**config.mk**
```make
export PLATFORM = sky130hd
export DESIGN_NAME = pmic_bridge
export DESIGN_NICKNAME = d
export VERILOG_FILES = /design/src/rtl/pmic_bridge_pkg.sv /design/src/rtl/pmic_wr_fifo.sv /design/src/rtl/pmic_serial_shifter.sv /design/src/rtl/pmic_bridge.sv
export SDC_FILE = /design/constraint.sdc
export NUM_CORES = 1
export LEC_CHECK = 0
export BUFFER_PORTS_ARGS = -buffer_cell sky130_fd_sc_hd__buf_2
export CAP_MARGIN = 20
export CORE_ASPECT_RATIO = 0.75
export CORE_MARGIN = 3
export CORE_UTILIZATION = 60
export DETAILED_ROUTE_END_ITERATION = 10
export PLACE_DENSITY = 0.81
export SYNTH_ARGS = -nofsm -noshare
export SYNTH_HDL_FRONTEND = slang
export SYNTH_SLANG_ARGS = --single-unit
export TNS_END_PERCENT = 30
```
**constraint.sdc**
```tcl
create_clock -name clk_i -period 2.66 [get_ports clk_i]
set_input_delay 0.532 -clock clk_i [delete_from_list [all_inputs] [get_ports clk_i]]
set_output_delay 0.532 -clock clk_i [all_outputs]
set_load 0.01 [all_outputs]
```
**src/rtl/pmic_bridge_pkg.sv**
```systemverilog
package pmic_bridge_pkg;
  localparam int ADDR_W  = 12;
  localparam int DATA_W  = 16;
  localparam int FRAME_W = 1 + ADDR_W + DATA_W;

  localparam logic [7:0] OFF_CTRL   = 8'h00;
  localparam logic [7:0] OFF_CLKCFG = 8'h04;
  localparam logic [7:0] OFF_RDCMD  = 8'h08;
  localparam logic [7:0] OFF_RDRES  = 8'h0C;
  localparam logic [7:0] OFF_FSTS   = 8'h10;
  localparam logic [7:0] OFF_CHEN0  = 8'h14;
  localparam logic [7:0] OFF_CHEN1  = 8'h18;

  localparam logic [3:0] WIN_PAGE = 4'h8;
  localparam logic [3:0] REG_PAGE = 4'h0;

  localparam int BIT_CLK_ON = 30;
  localparam int BIT_BUSY   = 31;
  localparam int BIT_FULL   = 11;
  localparam int BIT_EMPTY  = 10;

  typedef struct packed {
    logic [ADDR_W-1:0] addr;
    logic [DATA_W-1:0] data;
  } wr_item_t;
endpackage

```
**src/rtl/pmic_wr_fifo.sv**
```systemverilog
module pmic_wr_fifo #(
  parameter int W     = 28,
  parameter int DEPTH = 4
) (
  input  logic         clk_i,
  input  logic         rst_ni,
  input  logic         push_i,
  input  logic [W-1:0] din_i,
  input  logic         pop_i,
  output logic [W-1:0] dout_o,
  output logic         full_o,
  output logic         empty_o
);
  localparam int PTR_W = (DEPTH > 1) ? $clog2(DEPTH) : 1;
  localparam int CNT_W = $clog2(DEPTH + 1);

  logic [W-1:0]     mem_q [DEPTH];
  logic [PTR_W-1:0] wptr_q, rptr_q;
  logic [CNT_W-1:0] cnt_q;

  assign full_o  = (cnt_q == CNT_W'(DEPTH));
  assign empty_o = (cnt_q == '0);
  assign dout_o  = mem_q[rptr_q];

  function automatic logic [PTR_W-1:0] nxt(input logic [PTR_W-1:0] p);
    return (p == PTR_W'(DEPTH - 1)) ? '0 : p + 1'b1;
  endfunction

  always_ff @(posedge clk_i or negedge rst_ni) begin
    if (!rst_ni) begin
      wptr_q <= '0;
      rptr_q <= '0;
      cnt_q  <= '0;
      for (int i = 0; i < DEPTH; i++) mem_q[i] <= '0;
    end else begin
      if (push_i) begin
        mem_q[wptr_q] <= din_i;
        wptr_q        <= nxt(wptr_q);
      end
      if (pop_i) rptr_q <= nxt(rptr_q);
      case ({push_i, pop_i})
        2'b10:   cnt_q <= cnt_q + 1'b1;
        2'b01:   cnt_q <= cnt_q - 1'b1;
        default: cnt_q <= cnt_q;
      endcase
    end
  end

  AST_NO_OVERFLOW: assert property (@(posedge clk_i) disable iff (!rst_ni)
    push_i |-> (!full_o || pop_i));
  AST_NO_UNDERFLOW: assert property (@(posedge clk_i) disable iff (!rst_ni)
    pop_i |-> !empty_o);
endmodule

```
**src/rtl/pmic_serial_shifter.sv**
```systemverilog
module pmic_serial_shifter #(
  parameter int FRAME_W  = 29,
  parameter int RX_W     = 16,
  parameter int HALF_DIV = 2
) (
  input  logic               clk_i,
  input  logic               rst_ni,
  input  logic               always_on_i,
  input  logic               start_i,
  input  logic [FRAME_W-1:0] frame_i,
  input  logic               is_rd_i,
  output logic               idle_o,
  output logic               done_o,
  output logic [RX_W-1:0]    rx_o,
  output logic               sclk_o,
  output logic               cs_o,
  output logic               sdo_o,
  input  logic               sdi_i
);
  localparam int CNT_W    = $clog2(FRAME_W);
  localparam int DIV_W    = $clog2(HALF_DIV + 1);
  localparam int RX_FIRST = FRAME_W - RX_W;

  logic               active_q, rd_q, ph_q, done_q;
  logic [FRAME_W-1:0] sh_q;
  logic [CNT_W-1:0]   bit_q;
  logic [DIV_W-1:0]   div_q;
  logic [RX_W-1:0]    rx_q;
  logic               run, tick;

  assign run    = active_q || always_on_i;
  assign tick   = run && (div_q == DIV_W'(HALF_DIV - 1));
  assign idle_o = !active_q && !ph_q;
  assign done_o = done_q;
  assign rx_o   = rx_q;
  assign sclk_o = ph_q;
  assign cs_o   = active_q;
  assign sdo_o  = active_q && sh_q[FRAME_W-1];

  always_ff @(posedge clk_i or negedge rst_ni) begin
    if (!rst_ni) begin
      active_q <= 1'b0;
      rd_q     <= 1'b0;
      ph_q     <= 1'b0;
      done_q   <= 1'b0;
      sh_q     <= '0;
      bit_q    <= '0;
      div_q    <= '0;
      rx_q     <= '0;
    end else begin
      done_q <= 1'b0;
      if (start_i && idle_o) begin
        active_q <= 1'b1;
        rd_q     <= is_rd_i;
        sh_q     <= frame_i;
        bit_q    <= '0;
        div_q    <= '0;
        ph_q     <= 1'b0;
        rx_q     <= '0;
      end else if (!run) begin
        div_q <= '0;
        ph_q  <= 1'b0;
      end else if (tick) begin
        div_q <= '0;
        ph_q  <= ~ph_q;
        if (!ph_q) begin
          // rising edge: capture companion data in the tail of a read
          if (active_q && rd_q && bit_q >= CNT_W'(RX_FIRST))
            rx_q <= {rx_q[RX_W-2:0], sdi_i};
        end else if (active_q) begin
          if (bit_q == CNT_W'(FRAME_W - 1)) begin
            active_q <= 1'b0;
            done_q   <= 1'b1;
          end else begin
            bit_q <= bit_q + 1'b1;
            sh_q  <= {sh_q[FRAME_W-2:0], 1'b0};
          end
        end
      end else begin
        div_q <= div_q + 1'b1;
      end
    end
  end

  AST_FRAME_END: assert property (@(posedge clk_i) disable iff (!rst_ni)
    $fell(cs_o) |-> done_o);
  AST_SCLK_GATED: assert property (@(posedge clk_i) disable iff (!rst_ni)
    (!cs_o && !always_on_i && $past(!always_on_i) && $past(!active_q)) |-> !sclk_o);
endmodule

```
**src/rtl/pmic_bridge.sv**
```systemverilog
module pmic_bridge
  import pmic_bridge_pkg::*;
#(
  parameter int FIFO_DEPTH = 4,
  parameter int HALF_DIV   = 2,
  parameter int NUM_CHN    = 50,
  parameter int SW_CHN     = 2
) (
  input  logic        clk_i,
  input  logic        rst_ni,
  input  logic        req_i,
  input  logic        we_i,
  input  logic [15:0] addr_i,
  input  logic [31:0] wdata_i,
  output logic        ready_o,
  output logic [31:0] rdata_o,
  output logic        sclk_o,
  output logic        cs_o,
  output logic        sdo_o,
  input  logic        sdi_i
);
  localparam int ITEM_W = ADDR_W + DATA_W;
  localparam int HI_W   = NUM_CHN - 32;
  localparam int LO_W   = 32 - SW_CHN;

  logic is_win, is_reg, wr_acc, win_wr, reg_wr, rd_cmd_wr;
  logic [7:0] off;

  logic fifo_full, fifo_empty, fifo_pop;
  wr_item_t fifo_din, fifo_dout;

  logic sh_idle, sh_done, sh_start, sh_is_rd;
  logic [FRAME_W-1:0] sh_frame;
  logic [DATA_W-1:0]  sh_rx;

  logic              ctrl_q, clk_on_q;
  logic [LO_W-1:0]   chen_lo_q;
  logic [HI_W-1:0]   chen_hi_q;
  logic              rd_busy_q, rd_pend_q, cur_rd_q;
  logic [ADDR_W-1:0] rd_addr_q, rd_echo_q;
  logic [DATA_W-1:0] rd_val_q;

  // ---------------- bus decode ----------------
  assign is_win    = (addr_i[15:12] == WIN_PAGE);
  assign is_reg    = (addr_i[15:12] == REG_PAGE) && (addr_i[11:8] == 4'h0);
  assign off       = addr_i[7:0];
  assign ready_o   = !(req_i && we_i && is_win && fifo_full);
  assign wr_acc    = req_i && we_i && ready_o;
  assign win_wr    = wr_acc && is_win;
  assign reg_wr    = wr_acc && is_reg;
  assign rd_cmd_wr = reg_wr && (off == OFF_RDCMD);

  assign fifo_din.addr = addr_i[ADDR_W-1:0];
  assign fifo_din.data = wdata_i[DATA_W-1:0];

  pmic_wr_fifo #(.W(ITEM_W), .DEPTH(FIFO_DEPTH)) u_fifo (
    .clk_i   (clk_i),
    .rst_ni  (rst_ni),
    .push_i  (win_wr),
    .din_i   (fifo_din),
    .pop_i   (fifo_pop),
    .dout_o  (fifo_dout),
    .full_o  (fifo_full),
    .empty_o (fifo_empty)
  );

  // ---------------- frame arbitration: queued writes first ----------------
  always_comb begin
    fifo_pop = 1'b0;
    sh_start = 1'b0;
    sh_is_rd = 1'b0;
    sh_frame = {1'b1, rd_addr_q, {DATA_W{1'b0}}};
    if (sh_idle) begin
      if (!fifo_empty) begin
        fifo_pop = 1'b1;
        sh_start = 1'b1;
        sh_frame = {1'b0, fifo_dout.addr, fifo_dout.data};
      end else if (rd_pend_q) begin
        sh_start = 1'b1;
        sh_is_rd = 1'b1;
      end
    end
  end

  pmic_serial_shifter #(.FRAME_W(FRAME_W), .RX_W(DATA_W), .HALF_DIV(HALF_DIV)) u_shift (
    .clk_i       (clk_i),
    .rst_ni      (rst_ni),
    .always_on_i (clk_on_q),
    .start_i     (sh_start),
    .frame_i     (sh_frame),
    .is_rd_i     (sh_is_rd),
    .idle_o      (sh_idle),
    .done_o      (sh_done),
    .rx_o        (sh_rx),
    .sclk_o      (sclk_o),
    .cs_o        (cs_o),
    .sdo_o       (sdo_o),
    .sdi_i       (sdi_i)
  );

  // ---------------- read-command engine ----------------
  always_ff @(posedge clk_i or negedge rst_ni) begin
    if (!rst_ni) begin
      rd_busy_q <= 1'b0;
      rd_pend_q <= 1'b0;
      cur_rd_q  <= 1'b0;
      rd_addr_q <= '0;
      rd_echo_q <= '0;
      rd_val_q  <= '0;
    end else begin
      if (sh_start) cur_rd_q <= sh_is_rd;
      if (sh_start && sh_is_rd) rd_pend_q <= 1'b0;
      if (rd_cmd_wr && !rd_busy_q) begin
        rd_busy_q <= 1'b1;
        rd_pend_q <= 1'b1;
        rd_addr_q <= wdata_i[ADDR_W-1:0];
      end else if (sh_done && cur_rd_q) begin
        rd_busy_q <= 1'b0;
        rd_echo_q <= rd_addr_q;
        rd_val_q  <= sh_rx;
      end
    end
  end

  // ---------------- register file ----------------
  always_ff @(posedge clk_i or negedge rst_ni) begin
    if (!rst_ni) begin
      ctrl_q    <= 1'b0;
      clk_on_q  <= 1'b0;
      chen_lo_q <= '0;
      chen_hi_q <= '0;
    end else if (reg_wr) begin
      case (off)
        OFF_CTRL:   ctrl_q    <= wdata_i[0];
        OFF_CLKCFG: clk_on_q  <= wdata_i[BIT_CLK_ON];
        OFF_CHEN0:  chen_lo_q <= wdata_i[31:SW_CHN];
        OFF_CHEN1:  chen_hi_q <= wdata_i[HI_W-1:0];
        default: ;
      endcase
    end
  end

  always_comb begin
    rdata_o = '0;
    if (req_i && !we_i && is_reg) begin
      case (off)
        OFF_CTRL:   rdata_o[0] = ctrl_q;
        OFF_CLKCFG: rdata_o[BIT_CLK_ON] = clk_on_q;
        OFF_RDRES:  rdata_o = {rd_busy_q, 3'b000, rd_echo_q, rd_val_q};
        OFF_FSTS: begin
          rdata_o[BIT_FULL]  = fifo_full;
          rdata_o[BIT_EMPTY] = fifo_empty;
        end
        OFF_CHEN0:  rdata_o = {chen_lo_q, {SW_CHN{1'b0}}};
        OFF_CHEN1:  rdata_o[HI_W-1:0] = chen_hi_q;
        default: ;
      endcase
    end
  end

  AST_BUSY_ON_CMD: assert property (@(posedge clk_i) disable iff (!rst_ni)
    (rd_cmd_wr && !rd_busy_q) |=> rd_busy_q);
  AST_BUSY_HOLD: assert property (@(posedge clk_i) disable iff (!rst_ni)
    (rd_busy_q && !sh_done) |=> rd_busy_q);
  AST_ECHO_MATCH: assert property (@(posedge clk_i) disable iff (!rst_ni)
    $fell(rd_busy_q) |-> (rd_echo_q == rd_addr_q));
  AST_READ_LAST: assert property (@(posedge clk_i) disable iff (!rst_ni)
    ($rose(cs_o) && cur_rd_q) |-> fifo_empty);
  AST_CMD_IGNORED: assert property (@(posedge clk_i) disable iff (!rst_ni)
    (rd_cmd_wr && rd_busy_q) |=> $stable(rd_addr_q));
endmodule

```
==> reports/qor.txt <==
CP Cell Sequence = buf_6 > or4_4 > nor4bb_4 > nand3_1 > a21oi_2 > buf_2
WP data required = 2.13 ns
Max clock buf depth = 3
CP max FO = 3
share of layout cells above drive strength 1 = 45.3%
met3 GRT Util = 4.33%
synthesis-stage register bit count = 267
Initial DRT Pass Iterations = 5
sequential fraction of the synthesis area = 55.4%
clock tree from TritonCTS = built
Final WS setup = -0.00524 ns
Mean Syn Cell Area = 13.8 sq um
clk_skew = 0.0203 ns
port bufs = 88
fin. max-slew vios = 0
Leak = 6.95 nW
GRT Overall Usage = 26.1%
RSZ-0062 raised after global routing = yes
placed insts = 1216
Tmin final = 2.67 ns
commonest non-fill, non-tap cells in the layout = dfrtp_1 (266), mux2_2 (182), buf_2 (85)
final wirelength = 28400 um
maximum vdd drop = 0.000466 V
die width = 170 um
initial antenna violation count = 1
gr busiest metal = met1
worst slew pin tran = 0.564 ns
root buffer cell = clkbuf_16
hpwl dp = 18900 um
Remaining DRCs = 0
# IOs = 89
GP Congestion = 0.824
final setup violation count = 1
TNS Setup = -0.00524 ns
first-pass GRT wire length = 44800 um
PwrDens = 637 mW/mm^2
GRT met1 Usage = 40.3%
async set or reset register ratio after synthesis = 100%
Post-DRT Antenna Nets = 0
clk_lat worst skew = 0.53 ns
die area = 0.0218 sq mm
max_cap viols = 0
normalized max-slew margin = 62.4%
CP Capture Type = primary output
Final Power = 9.04 mW
Syn Nets = 934
commonest non-fill, non-tap cell in the layout = dfrtp_1
failing checks = setup timing
H-tree Lvls = 1
final hold violations = 0
yosys warns = 0
vias per cell = 6.21
Min-Delay Path Class = in -> reg
Filler cells = 1240
final std cells w/o fill = 1271
startpoint types = input pin
Site Rows = 44
Die Y = 129 um
fmax = 375 MHz
vias in the first global route = 7868
Synth-to-Final Area Change = 17.8%
1st-iter DRT viols = 688
DR WL/cell = 22.3 um
crit share post-route = 100%
status = complete, but fails checks
Critical Path Max Stage Delay = 0.60 ns
Crit Path Class = in -> out
Post-Syn Area = 0.0121 sq mm
Layout Nets = 1060
grt met2 use = 39.7%
largest net degree at the start of global routing = 70
CP max-delay cell = or4_4
core area = 0.0195 sq mm
WP data arrival = 2.13 ns
total number of vias = 7893
Sinks on Clock Net = 267
EDFF count, synth = 0
total CTS buffers = 26
global route total overflow = 0
Initial Util = 61.7%
Clk pin slew, worst setup/hold paths = 0.07 ns
Main synth FF type = dfrtp_1
Cells after Synth = 871
Netlist cell types = 61
per-layer routing:
layer  vias up  wire, um
met5         -         0
met2       221     13000
li1       3507         -
met4         0       551
met1      4120     13300
met3        45      1580
state kept, by name, indices dropped and copies added, names as in the netlist, 2 cells and up:
register / cells
u_fifo.cnt_q: 3
rd_val_q: 16
chen_hi_q: 18
u_fifo.wptr_q: 2
u_fifo.rptr_q: 2
u_fifo.mem_q: 112
rd_echo_q: 12
u_shift.rx_o: 16
u_shift.bit_q: 5
u_shift.sh_q: 29
u_shift.div_q: 2
chen_lo_q: 30
rd_addr_q: 12
metrics by stage:
stage	setup WS, ns	hold slack, ns	utilization [%]	area, sq um
5_1_grt	-0.0537	0.230	72.6	14200
4_1_cts	-0.0174	0.222	72.3	14100
6_report	-0.00524	0.234	72.6	14200
3_3_place_gp	-0.0978	0.465	67.1	13100
2_1_floorplan	0.0479	0.236	-	12100
3_5_place_dp	-0.117	0.456	67.1	13100
cell type report:
class                   instances  area, sq um  area share [%]
multi-input cells             542         5170            36.5
clock buffers                  38          797            5.62
clock inverters                10          145            1.02
well taps                     253          317            2.23
flip-flops and latches        267         6680            47.1
inverters                       9         33.8           0.238
diodes                          1         2.50          0.0176
repair buffers                151         1040            7.31
path summary, 6_finish.rpt:
path | start | end | slack (ns) | depth (start not counted)
worst max-delay path | addr_i[8] | rdata_o[11] | -0.005 | 6
worst min-delay path | wdata_i[29] | chen_lo_q[27] | 0.23 | 2
worst max register to register | u_fifo.cnt_q[1] | u_fifo.mem_q[6] | 0.58 | 8
worst min register to register | u_shift.div_q[0] | u_shift.div_q[0] | 0.48 | 1
max in group asynchronous | rst_ni | u_fifo.mem_q[60] | 1.32 | 3
min in group asynchronous | rst_ni | u_fifo.cnt_q[0] | 0.56 | 2
synthesized netlist by cell type, types with 2 or more instances:
library cell	n	area (sq um)
mux4_2	28	631
dfrtp_1	267	6680
nand3b_1	2	15.0
a22o_1	16	140
nor2b_1	4	25.0
nor3b_1	3	22.5
mux2_2	182	2050
buf_2	6	30.0
inv_1	9	33.8
o221a_2	10	113
a21oi_1	4	20.0
a211o_1	10	87.6
a31oi_1	2	12.5
mux2i_1	3	30.0
nor4_1	2	12.5
nand4_1	2	12.5
mux2_4	20	300
ha_1	9	113
a22oi_1	26	195
a21o_1	3	22.5
or3_1	2	12.5
buf_12	2	40.0
xor2_1	4	35.0
nor3_1	6	30.0
or4b_1	2	20.0
nor2_1	40	150
and3_1	14	87.6
xnor2_1	4	35.0
a2bb2oi_1	29	254
a32oi_1	4	35.0
o21ai_0	23	115
nand2_1	53	199
and2_1	3	18.8
nand3_1	8	40.0
clkbuf_1	43	161
logic make-up (layout without fill, tap and decap cells):
kind of cell             after synthesis  count (layout)  synth area share [%]
AND/OR/NAND/NOR                      155             155                  6.65
multiplexers                         233             233                  25.0
adder cells (fa/ha/maj)               10              10                  1.10
XOR/XNOR                               8               8                 0.581
AO/OA/AOI/OAI                        136             136                  8.89
other                                  0               1                     0
buffers and inverters                 62             208                  2.36
flip-flops                           267             267                  55.4
report_power, final:
part	total [mW]	internal, mW	leakage [nW]	switching [mW]
Clock	3.95	2.38	0.459	1.57
Sequential	4.41	4.29	3.65	0.126
Combinational	0.671	0.334	2.84	0.336
what timing repair did:
item / in CTS / in global routing
endpoints found under the setup margin: 28 / 32
setup buffers: 3 / 1
hold buffers: 1 / 0
gates resized for setup: 10 / 12
pin swaps: 2 / 4
hold endpoints to repair: 38 / 0
critical path: cells and delay by family:
family,cells,cell delay (ns)
and+or+nand+nor,3,1.12
buffers and inverters,2,0.26
AOI/OAI and AO/OA,1,0.22
Note: power is estimated with default switching activity, not from simulation.
